### config.mk
export PLATFORM = sky130hd
export DESIGN_NAME = dma_xfer_seq
export DESIGN_NICKNAME = d
export VERILOG_FILES = /design/src/rtl/dma_xfer_pkg.sv /design/src/rtl/dma_gnt_timer.sv /design/src/rtl/dma_slot_seq.sv /design/src/rtl/dma_xfer_seq.sv
export SDC_FILE = /design/constraint.sdc
export NUM_CORES = 1
export LEC_CHECK = 0
export BUFFER_PORTS_ARGS = -buffer_cell sky130_fd_sc_hd__buf_4
export CAP_MARGIN = 15
export CORE_MARGIN = 1.5
export CORE_UTILIZATION = 30
export DETAILED_ROUTE_END_ITERATION = 12
export PLACE_DENSITY = 0.59
export SLEW_MARGIN = 25
export SYNTH_ARGS = -nofsm -noshare
export SYNTH_HDL_FRONTEND = slang
export SYNTH_SLANG_ARGS = --single-unit
### constraint.sdc
create_clock -name clk -period 2.2 [get_ports clk]
set_input_delay 0.22 -clock clk [delete_from_list [all_inputs] [get_ports clk]]
set_output_delay 0.22 -clock clk [all_outputs]
set_load 0.01 [all_outputs]
### src/rtl/dma_xfer_pkg.sv
package dma_xfer_pkg;
    typedef enum logic [1:0] {
        ST_IDLE = 2'd0,
        ST_REQ  = 2'd1,
        ST_XFER = 2'd2
    } xfer_st_e;

    localparam int SLOT_CYC = 3;
    localparam int PH_W     = $clog2(SLOT_CYC);
endpackage

### src/rtl/dma_gnt_timer.sv
module dma_gnt_timer #(
    parameter int TMO_CYC = 1250
) (
    input  logic clk,
    input  logic rst_n,
    input  logic run,
    output logic expired
);
    localparam int CW = $clog2(TMO_CYC + 1);

    typedef struct packed {
        logic [CW-1:0] cnt;
    } tmr_t;

    tmr_t r_q, r_d;

    assign expired = run && (r_q.cnt == CW'(TMO_CYC - 1));

    always_comb begin
        r_d = r_q;
        if (run && !expired) r_d.cnt = r_q.cnt + 1'b1;
        else                 r_d.cnt = '0;
    end

    always_ff @(posedge clk or negedge rst_n) begin
        if (!rst_n) r_q <= '0;
        else        r_q <= r_d;
    end


    cnt_range_chk: assert property (@(posedge clk) disable iff (!rst_n)
        r_q.cnt < CW'(TMO_CYC));
endmodule

### src/rtl/dma_slot_seq.sv
module dma_slot_seq
    import dma_xfer_pkg::*;
#(
    parameter int CNT_W = 6
) (
    input  logic             clk,
    input  logic             rst_n,
    input  logic             run,
    input  logic [CNT_W-1:0] last_idx,
    output logic [PH_W-1:0]  phase,
    output logic [CNT_W-1:0] word_idx,
    output logic             slot_end,
    output logic             last_end
);
    typedef struct packed {
        logic [PH_W-1:0]  ph;
        logic [CNT_W-1:0] idx;
    } slot_t;

    slot_t r_q, r_d;

    assign phase    = r_q.ph;
    assign word_idx = r_q.idx;
    assign slot_end = run && (r_q.ph == PH_W'(SLOT_CYC - 1));
    assign last_end = slot_end && (r_q.idx == last_idx);

    always_comb begin
        r_d = r_q;
        if (run && !last_end) begin
            r_d.ph = slot_end ? '0 : r_q.ph + 1'b1;
            if (slot_end) r_d.idx = r_q.idx + 1'b1;
        end else begin
            r_d.ph  = '0;
            r_d.idx = '0;
        end
    end

    always_ff @(posedge clk or negedge rst_n) begin
        if (!rst_n) r_q <= '0;
        else        r_q <= r_d;
    end


    phase_range_chk: assert property (@(posedge clk) disable iff (!rst_n)
        r_q.ph < PH_W'(SLOT_CYC));


    idx_hold_chk: assert property (@(posedge clk) disable iff (!rst_n)
        (run && !slot_end) |=> $stable(word_idx));
endmodule

### src/rtl/dma_xfer_seq.sv
module dma_xfer_seq
    import dma_xfer_pkg::*;
#(
    parameter int DATA_W  = 16,
    parameter int CNT_W   = 6,
    parameter int CLK_KHZ = 125000,
    parameter int TMO_US  = 10
) (
    input  logic              clk,
    input  logic              rst_n,
    input  logic              xfer_start,
    input  logic              xfer_write,
    input  logic              xfer_burst,
    input  logic [CNT_W-1:0]  xfer_count,
    input  logic [DATA_W-1:0] wr_data,
    output logic [CNT_W-1:0]  word_idx,
    output logic [DATA_W-1:0] rd_data,
    output logic              rd_valid,
    output logic              xfer_done,
    output logic              busy,
    output logic              bus_req_n,
    input  logic              bus_gnt_n,
    output logic              bus_ack_n,
    output logic              wr_stb_n,
    output logic              rd_oe_n,
    output logic              hs_fail_n,
    output logic [DATA_W-1:0] sys_dout,
    output logic              sys_dout_en,
    input  logic [DATA_W-1:0] sys_din
);
    localparam int TMO_CYC = CLK_KHZ * TMO_US / 1000;

    typedef struct packed {
        xfer_st_e          st;
        logic              wr;
        logic [CNT_W-1:0]  last_idx;
        logic              fail_n;
        logic              done;
        logic [DATA_W-1:0] rdat;
        logic              rvld;
    } seq_t;

    seq_t r_q, r_d;

    logic            tmo_exp;
    logic [PH_W-1:0] phase;
    logic            slot_end;
    logic            last_end;

    dma_gnt_timer #(.TMO_CYC(TMO_CYC)) u_tmr (
        .clk     (clk),
        .rst_n   (rst_n),
        .run     (r_q.st == ST_REQ),
        .expired (tmo_exp)
    );

    dma_slot_seq #(.CNT_W(CNT_W)) u_slot (
        .clk      (clk),
        .rst_n    (rst_n),
        .run      (r_q.st == ST_XFER),
        .last_idx (r_q.last_idx),
        .phase    (phase),
        .word_idx (word_idx),
        .slot_end (slot_end),
        .last_end (last_end)
    );

    always_comb begin
        r_d      = r_q;
        r_d.done = 1'b0;
        r_d.rvld = 1'b0;
        case (r_q.st)
            ST_IDLE: begin
                if (xfer_start) begin
                    r_d.st     = ST_REQ;
                    r_d.wr     = xfer_write;
                    r_d.fail_n = 1'b1;
                    if (xfer_write && xfer_burst && (xfer_count != '0))
                        r_d.last_idx = xfer_count - 1'b1;
                    else
                        r_d.last_idx = '0;
                end
            end
            ST_REQ: begin
                if (!bus_gnt_n) begin
                    r_d.st = ST_XFER;
                end else if (tmo_exp) begin
                    r_d.st     = ST_IDLE;
                    r_d.fail_n = 1'b0;
                end
            end
            ST_XFER: begin
                if (!r_q.wr && (phase == PH_W'(1))) begin
                    r_d.rdat = sys_din;
                    r_d.rvld = 1'b1;
                end
                if (last_end) begin
                    r_d.st   = ST_IDLE;
                    r_d.done = 1'b1;
                end
            end
            default: r_d.st = ST_IDLE;
        endcase
    end

    always_ff @(posedge clk or negedge rst_n) begin
        if (!rst_n) begin
            r_q        <= '0;
            r_q.st     <= ST_IDLE;
            r_q.fail_n <= 1'b1;
        end else begin
            r_q <= r_d;
        end
    end

    assign busy        = (r_q.st != ST_IDLE);
    assign bus_req_n   = !(r_q.st == ST_REQ);
    assign bus_ack_n   = !(r_q.st == ST_XFER);
    assign wr_stb_n    = !((r_q.st == ST_XFER) && r_q.wr && (phase == PH_W'(1)));
    assign rd_oe_n     = !((r_q.st == ST_XFER) && !r_q.wr);
    assign sys_dout_en = (r_q.st == ST_XFER) && r_q.wr;
    assign sys_dout    = wr_data;
    assign hs_fail_n   = r_q.fail_n;
    assign xfer_done   = r_q.done;
    assign rd_data     = r_q.rdat;
    assign rd_valid    = r_q.rvld;


    req_ack_excl_chk: assert property (@(posedge clk) disable iff (!rst_n)
        !(!bus_req_n && !bus_ack_n));


    stb_in_ack_chk: assert property (@(posedge clk) disable iff (!rst_n)
        !wr_stb_n |-> (!bus_ack_n && sys_dout_en));


    stb_one_clk_chk: assert property (@(posedge clk) disable iff (!rst_n)
        !wr_stb_n |=> wr_stb_n);


    oe_in_ack_chk: assert property (@(posedge clk) disable iff (!rst_n)
        !rd_oe_n |-> !bus_ack_n);


    fail_release_chk: assert property (@(posedge clk) disable iff (!rst_n)
        $fell(hs_fail_n) |-> $rose(bus_req_n));


    fail_hold_chk: assert property (@(posedge clk) disable iff (!rst_n)
        (!hs_fail_n && !xfer_start) |=> !hs_fail_n);


    start_busy_chk: assert property (@(posedge clk) disable iff (!rst_n)
        (busy && !slot_end && bus_gnt_n && !tmo_exp) |=> busy);
endmodule

==> flow_summary.ini, run 1 <==
[yosys]
synth_xor_area_share_pct = 8.78
synthFlopType = dfrtp_1
yosysUniqueCellTypes = 35
synth_top_family_by_area = simple AND/OR/NAND/NOR gates
syn_inst = 216
synth_seq_cells = 47
synth_mux_area_share_pct = 9.83
synth_fp_nets = 265
mappedNetlistArea_sq_mm = 0.00239
yosys.area_share.simple_pct = 13.7
synth_area_per_cell_sq_um = 11.1
ys_async_sr_fraction_pct = 100
synth_edf_count = 0
ys_warn_count = 0
synth-compound-area-share_pct = 3.03
synth_adder_area_share_pct = 2.61
ys_seq_area_share_pct = 49.2

[grt]
grt_pass1_vias = 1513
grt_max_degree = 48
antenna_found_initial = 0
gr-total-overflow = 0
grt_pass1_wl_um = 7200
grtUsageTotal_pct = 10.6

[pwr]
pwr-share-comb_pct = 33.6
leakage_nw = 1.31
power_mw = 2.88
p_sw_share_pct = 30.0
clkPwrFrac_pct = 22.2
seqPwrFrac_pct = 44.2
irDropWorstVdd_uv = 335
p_sw_uw = 864
powerDensity_mw_per_mm2 = 1020
p_int_mw = 2.02

[timing]
maxSlewViolCount = 0
fin_crit_ns = 1.80
rsz0062_at_grt = false
setup_tns_ns = 0
tightest_slew_ns = 0.578
skew_ns = 0.00427
fin_ws_ns = 0.405
timing.final.crit_share_pct = 81.6
holdWs_ns = 0.116
fmax_mhz = 557
relSlewSlack_pct = 61.5
finalHoldViolations = 0
finalSetupViolCount = 0

[final_layout]
area_growth_syn_to_layout_pct = 18.1
drive_gt1_share_pct = 37.2
layout_commonest_cell = buf_4
regArea_sq_mm = 0.00118
antenna_cells = 0
fill_cells = 776
finish.utilization_pct = 36.6
nNetsFinal = 298
multi_input_comb_area_sq_um = 910
layout_common_cells = buf_4, dfrtp_1, nor2_1

[setup_path]
cp.required_ns = 2.39
worstSetupPathType = register to register
r2r_slack_ns = 0.40
reg2reg_from = r_q[26]
critPathMaxFanout = 17
ff2ff_path_depth = 6
setup.worst_path.end_class = register
startpoint_type = register
crit_arrival_ns = 1.98
slowest_stage = dfrtp_1
cp_cell_sequence = nor2_4 -> inv_2 -> nor3b_2 -> and2b_1 -> buf_4 -> mux2_2
reg2reg_to = rd_data[1]
max_stage_delay_ns = 0.46

[clocking]
clk_pin_slew_ns = 0.08
clock-sinks = 47
cts_setup_buffers = 0
cts.path.max_buffers = 2
root_buffer = clkbuf_8
tritoncts = built
cts_resized = 0
htreeDepth = 2
clock_latency_ns = 0.29
cts_buffers = 5

[placement]
pre_cts_slack_ns = 0.407
port_buffers = 58
place_congestion = 0.743
dp_hpwl_um = 3160

[detailed_routing]
wirelength_met1_um = 1990
post_drt_wl_per_cell_um = 11.9
drtAntennaViolNets = 0
drtIter0Drc = 64
drcViolationCount = 0
num_vias = 1507
dr.pass1.iters = 4
topRoutingLayerUsed = met4
met2_length_um = 1860
met3_length_um = 271
viasPerCell = 4.28
routed_wl_um = 4170

[job]
cap_violations = 0

[run_status]
status = finished, final reports clean

[hold_path]
hp-start = bus_gnt_n
hold_depth = 2
hp-class = primary input to register
min_to = r_q[27]

[floorplan]
die-area_sq_mm = 0.00852
core-area_sq_mm = 0.00773
start_util_pct = 31.0
die_w_um = 92.3
die-height_um = 92.3
boundaryPins = 91
rows = 32
[layer usage]
metal	vias up	GRT usage (%)
li1	749	-
met1	706	13.9
met2	45	16.4
met3	7	3.20
met4	0	3.97
met5	-	0
[critical path: cells and delay by family (launching register included)]
kind                   cells  cell delay [ns]
DFF                        1             0.46
buffers and inverters      2             0.33
and+or+nand+nor            3             0.53
muxes                      1             0.37
[cell families after synthesis]
group	Yosys count
buf+inv	43
fa+ha+maj	5
flops	47
xor+xnor	24
mux	18
compound gates	13
simple gates	66
[layout make-up]
| class | instances | area share [%] |
|---|---|---|
| clock buffer | 6 | 2.92 |
| clock inverter | 2 | 1.24 |
| inverter | 7 | 0.930 |
| multi-input combinational | 126 | 32.2 |
| sequential | 47 | 41.7 |
| tap | 102 | 4.52 |
| timing repair buffer | 62 | 16.6 |
[sequential cells by signal, indices dropped and copies added (netlist names)]
| name | flops |
|---|---|
| u_slot.phase | 2 |
| xfer_done | 1 |
| u_slot.word_idx | 6 |
| rd_valid | 1 |
| hs_fail_n | 1 |
| rd_data | 16 |
| u_tmr.r_q | 11 |
| r_q | 9 |
[per-stage QoR]
| stage | cells | instance area [sq um] |
|---|---|---|
| final | 352 | 2830 |
| after floorplan | 216 | 2390 |
| after global placement | 343 | 2700 |
| after global routing | 352 | 2830 |
| after detailed placement | 343 | 2700 |
| after CTS | 352 | 2830 |
[cell usage after synthesis, types with 2 or more instances]
library cell  instances  area, sq um
nand3_1               7         35.0
nand2_1              17         63.8
mux2_2                8         90.1
and3_1                2         12.5
nor3_1                5         25.0
dfrtp_1              46         1150
inv_1                 5         18.8
xnor2_1              14          123
inv_2                 2         7.51
buf_4                32          240
a21oi_1               2         10.0
or2_2                 2         12.5
o21ai_0               8         40.0
xor2_1               10         87.6
nand4_1               4         25.0
nor2_1               20         75.1
nor4bb_1              2         20.0
ha_1                  5         62.6
mux2_4                9          135
[power by group through the flow]
stage                     clock network (mW)  logic (mW)  registers (mW)
after CTS                              0.674       0.988            1.28
after detailed placement                   0       0.985            1.29
final                                  0.641       0.967            1.27
after floorplan                            0       0.775            1.25
after global placement                     0       0.969            1.29
after global routing                   0.710        1.07            1.31
[what timing repair did]
action	in CTS	in global routing
hold buffers	1	0
setup endpoints to repair	0	0
endpoints found under the hold margin	46	0
[worst max path at each step]
stage               startpoint     endpoint  slack, ns  depth (start not counted)
global placement       r_q[26]   rd_data[2]       0.47                          6
detailed placement     r_q[26]   rd_data[6]       0.41                          6
finish                 r_q[26]   rd_data[1]       0.40                          6
floorplan              r_q[26]  rd_data[10]       0.54                          7
CTS                    r_q[26]   rd_data[6]       0.39                          6
global route           r_q[26]   rd_data[3]       0.30                          6
No activity file was read; power rests on OpenSTA's default activity.
==> run 2: changes to the inputs <==
ABC_AREA = 1   (was default)
clock period = 1.9 ns   (was 2.2 ns; I/O delays follow)
==> run 2 against run 1 <==
Net effect: non-clock buffer count shrank 3; clock power grew 1%; register-to-register slack gained 0.03 ns; highest routed layer unchanged; first-iteration DRC count grew 17%; via count grew 32%; synthesized area grew 8.4%; setup slack is essentially flat; largest power group unchanged.
==> flow_summary.ini, run 2 <==
[setup_path]
setup.worst_path.end_class = output pin
cp_top_family = flip-flops
cp_cell_sequence = inv_2 -> nand2_4 -> nor3_4 -> nand2_1 -> buf_4
max_stage_delay_ns = 0.39
worstSetupPathType = register to output pin
critPathMaxFanout = 6
crit_buf_inv = 2
slowest_stage = dfrtp_1
cp.required_ns = 1.71
startpoint_type = register
crit_arrival_ns = 1.31

[clocking]
clk_pin_slew_ns = 0.09
cts_buffers = 5
tritoncts = built
root_buffer = clkbuf_8
htreeDepth = 2
cts.path.max_buffers = 2
clock-sinks = 47
hold_buffers = 1
cts_setup_buffers = 0
cts_resized = 0
clock_latency_ns = 0.31

[detailed_routing]
routed_wl_um = 5170
drcViolationCount = 0
drtIter0Drc = 75
viasPerCell = 4.34
dr.pass1.iters = 4
num_vias = 1994
drtAntennaViolNets = 0
post_drt_wl_per_cell_um = 11.3

[yosys]
syn_inst = 322
synthTopCellsByArea = dfrtp_1, nand2_1, buf_4, inv_1, nor2_1
synth_fp_nets = 371
yosys.area.top_type_share_pct = 44.4
yosys.area.top_type = dfrtp_1
synth_edf_count = 0
synth_most_common_cell = nand2_1
synthFlopType = dfrtp_1
mappedNetlistArea_sq_mm = 0.00259
ys_warn_count = 0
ys_seq_area_share_pct = 45.4
ys_async_sr_fraction_pct = 100
synth_common_cells = nand2_1, dfrtp_1, buf_4, inv_1, nor2_1
yosysUniqueCellTypes = 28
synth_seq_cells = 47
synth_area_per_cell_sq_um = 8.06

[timing]
finalHoldViolations = 0
finalSetupViolCount = 0
timing.final.crit_share_pct = 78.7
fin_crit_ns = 1.50
holdWs_ns = 0.0704
maxSlewViolCount = 0
rsz0062_at_grt = false
skew_ns = 0.0126
setup_tns_ns = 0
fmax_mhz = 669
tightest_slew_ns = 0.594
relSlewSlack_pct = 60.4

[grt]
grt_max_degree = 48
antenna_found_initial = 0
grt_pass1_vias = 1925
grtUsageTotal_pct = 12.1
grt_pass1_wl_um = 8640
gr-total-overflow = 0

[final_layout]
nNetsFinal = 402
fill_cells = 860
layout_common_cells = nand2_1, buf_4, dfrtp_1
largest_reg_flops = 16
drive_gt1_share_pct = 24.9
antenna_cells = 0
layout_commonest_cell = nand2_1
area_growth_syn_to_layout_pct = 15.5

[hold_path]
hp-class = primary input to register

[placement]
port_buffers = 58
place_congestion = 0.798
dp_hpwl_um = 3840

[floorplan]
core-area_sq_mm = 0.00830
die-area_sq_mm = 0.00922
die-height_um = 96.0
die_w_um = 96.0
start_util_pct = 31.3
boundaryPins = 91
rows = 33

[pwr]
irDropWorstVdd_uv = 250
powerDensity_mw_per_mm2 = 578
leakage_nw = 1.43

[job]
cap_violations = 0

[run_status]
status = finished, final reports clean
[run 2: tightest hold or removal path: stages]
cell and delay, ns:
buf_4 0.07, nand2_1 0.04, nand2_1 0.04
[run 2: metrics by stage]
step / instance area [sq um] / cells / total power [mW] / util, % / setup WS (ns)
3_5_place_dp: 2890 / 450 / 1.10 / 34.8 / 0.415
5_1_grt: 3000 / 459 / 1.81 / 36.1 / 0.241
6_report: 3000 / 459 / 1.73 / 36.1 / 0.404
2_1_floorplan: 2590 / 322 / 1.07 / - / 0.642
3_3_place_gp: 2890 / 450 / 1.10 / 34.8 / 0.432
4_1_cts: 3000 / 459 / 1.77 / 36.1 / 0.373
[run 2: cell type report]
| type | instances | area (sq um) | area share (%) |
|---|---|---|---|
| clock buffer | 6 | 82.6 | 2.75 |
| clock inverter | 2 | 16.3 | 0.543 |
| inverter | 36 | 140 | 4.67 |
| multi-input combinational | 204 | 1000 | 33.5 |
| sequential | 47 | 1180 | 39.3 |
| tap | 105 | 131 | 4.38 |
| timing repair buffer | 59 | 445 | 14.9 |
[run 2: cell families after synthesis]
group,synth area share (%)
flops,45.4
simple gates,30.1
buf+inv,15.9
fa+ha+maj,2.41
compound gates,2.84
xor+xnor,3.38
[run 2: worst paths after layout]
check                                start               to  slack, ns  depth (start not counted)
max in group asynchronous            rst_n          r_q[27]       1.07                          2
min reg2reg                u_slot.phase[0]  u_slot.phase[0]       0.44                          1
min in group asynchronous            rst_n          r_q[19]       0.44                          2
max                                r_q[26]         wr_stb_n       0.40                          5
max reg2reg                   u_tmr.r_q[0]     u_tmr.r_q[6]       0.43                          5
min                             sys_din[5]       rd_data[5]       0.07                          3
[run 2: power by group]
group	internal [mW]	switching [mW]	leakage, nW
sequential	0.999	0	0.524
clock	0.297	0.353	0.0474
combinational	0.0425	0.0417	0.863
total	1.34	0.394	1.43
[run 2: per-layer routing]
metal | share of wire [%] | global-route usage (%) | vias to the layer above | wire length (um)
met5 | 0 | 0 | - | 0
met4 | 0.93 | 3.55 | 0 | 48
met3 | 6.6 | 3.63 | 8 | 340
met2 | 48 | 20.2 | 57 | 2470
met1 | 45 | 14.9 | 917 | 2320
li1 | - | - | 1012 | -
==> run 3: changes to the inputs <==
PLACE_DENSITY = 0.61   (was 0.59)
clock period = 1.35 ns   (was 1.9 ns; I/O delays follow)
==> run 3 against run 2 <==
Net effect: critical path depth did not move; hold slack worse by 0.051 ns; power is 38% higher; sequential power grew 41%; critical endpoint unchanged.
==> flow_summary.ini, run 3 (synthesis results as in run 2) <==
[pwr]
irDropWorstVdd_uv = 289
clkPwrFrac_pct = 36.4
p_sw_uw = 532
p_sw_share_pct = 22.1
pwr-share-comb_pct = 5.0
powerDensity_mw_per_mm2 = 732
p_int_mw = 1.87
seqPwrFrac_pct = 58.6
leakage_nw = 1.58

[detailed_routing]
viasPerCell = 4.27
dr.pass1.iters = 4
routed_wl_um = 5630
post_drt_wl_per_cell_um = 11.7
drcViolationCount = 0
num_vias = 2060
drtIter0Drc = 45
drtAntennaViolNets = 0

[timing]
fin_crit_ns = 1.34
fmax_mhz = 748
skew_ns = 0.00660
tightest_slew_ns = 0.599
finalSetupViolCount = 0
finalHoldViolations = 0
timing.final.crit_share_pct = 99.1
rsz0062_at_grt = true
relSlewSlack_pct = 60.1
setup_tns_ns = 0
maxSlewViolCount = 0

[hold_path]
min_to = rd_data[0]
hp-start = sys_din[0]
hold_depth = 3
hp-class = primary input to register

[grt]
grt_max_degree = 48
grtUsageTotal_pct = 13.1
gr-total-overflow = 0
antenna_found_initial = 0
grt_pass1_vias = 2069
grt_pass1_wl_um = 9320

[final_layout]
area_growth_syn_to_layout_pct = 26.3
drive_gt1_share_pct = 34.9
fill_cells = 878
layout_common_cells = nand2_1, buf_4, dfrtp_1
multi_input_comb_area_sq_mm = 0.00108
layout_commonest_cell = nand2_1
final_area_sq_mm = 0.00328
nNetsFinal = 427
largest_reg_flops = 16
antenna_cells = 0
regArea_sq_mm = 0.00118

[setup_path]
cp_cell_sequence = inv_2 -> nand2_4 -> nor3_4 -> nand2_1 -> buf_6
reg2reg_to = rd_data[14]
worstSetupPathType = register to output pin
slowest_stage = dfrtp_1
critPathMaxFanout = 5
r2r_slack_ns = 0.07
cp_top_family = flip-flops
crit_arrival_ns = 1.20
setup.worst_path.end_class = output pin
max_stage_delay_ns = 0.39
cp.required_ns = 1.22
ff2ff_path_depth = 8
startpoint_type = register
crit_buf_inv = 2
reg2reg_from = r_q[26]

[placement]
place_congestion = 0.791
dp_hpwl_um = 4160
placed_area_sq_mm = 0.00299
port_buffers = 58

[floorplan]
start_util_pct = 31.3
die_w_um = 96.0
core-area_sq_mm = 0.00830
die-height_um = 96.0
die-area_sq_mm = 0.00922
boundaryPins = 91
rows = 33

[run_status]
status = finished, final reports clean

[clocking]
clock-sinks = 47
htreeDepth = 2
root_buffer = clkbuf_8
tritoncts = built
clock_latency_ns = 0.30
cts.path.max_buffers = 2
cts_buffers = 5
clk_pin_slew_ns = 0.08

[job]
cap_violations = 0
run 3: area by class of cell:
cell class / count / share of cell area, %
inverters: 36 / 4.50
repair buffers: 83 / 19.4
well taps: 105 / 4.01
clock buffers: 6 / 2.52
flip-flops and latches: 47 / 36.1
multi-input cells: 204 / 33.0
clock inverters: 1 / 0.153
repair inverters: 1 / 0.267
run 3: what timing repair did:
item / in CTS / in global routing
hold buffers: 1 / 0
resized for setup: 6 / 27
cloned: 1 / 0
pin swaps: 1 / 9
setup endpoints to repair: 8 / 44
setup buffers: 4 / 7
hold endpoints to repair: 46 / 0
run 3: worst max path at each step:
stage	from	end	slack (ns)	cells past startpoint
after global routing	r_q[26]	wr_stb_n	-0.03	5
after global placement	r_q[26]	rd_data[4]	0.05	7
after floorplan	u_tmr.r_q[0]	u_tmr.r_q[6]	0.09	5
after CTS	r_q[26]	wr_stb_n	-0.04	5
final	r_q[26]	wr_stb_n	0.01	5
after detailed placement	r_q[26]	rd_data[2]	-0.009	7
run 3: routing by layer:
metal | up-vias | GRT usage (%) | part of all wire (%)
li1 | 1057 | - | -
met1 | 943 | 15.5 | 42
met2 | 49 | 22.9 | 51
met3 | 11 | 3.63 | 5.5
met4 | 0 | 4.17 | 1.3
met5 | - | 0 | 0
run 3: power by group through the flow:
stage	clock (mW)	sequential [mW]	combinational, mW
final	0.874	1.41	0.120
after global routing	0.955	1.41	0.136
after CTS	0.904	1.41	0.124
after detailed placement	0	1.43	0.122
after global placement	0	1.43	0.121
after floorplan	0	1.43	0.0682
run 3: worst register-to-register path, cell delays in order, from the launching register on:
cell     delay (ns)
dfrtp_1        0.39
inv_2          0.09
nand2_4        0.09
nor3_4         0.13
buf_4          0.16
nand2_8        0.12
inv_6          0.14
nand2_2        0.05
nand2_1        0.05
run 3: through the flow:
| step | util [%] | power [mW] | instances | hold slack [ns] | setup WS, ns |
|---|---|---|---|---|---|
| floorplan | - | 1.50 | 322 | -0.161 | 0.0918 |
| global placement | 36.0 | 1.56 | 463 | 0.191 | 0.0463 |
| detailed placement | 36.0 | 1.56 | 463 | 0.195 | -0.00876 |
| CTS | 37.9 | 2.43 | 476 | 0.0155 | -0.0389 |
| global route | 39.5 | 2.50 | 483 | 0.0126 | -0.0333 |
| finish | 39.5 | 2.40 | 483 | 0.0192 | 0.0128 |
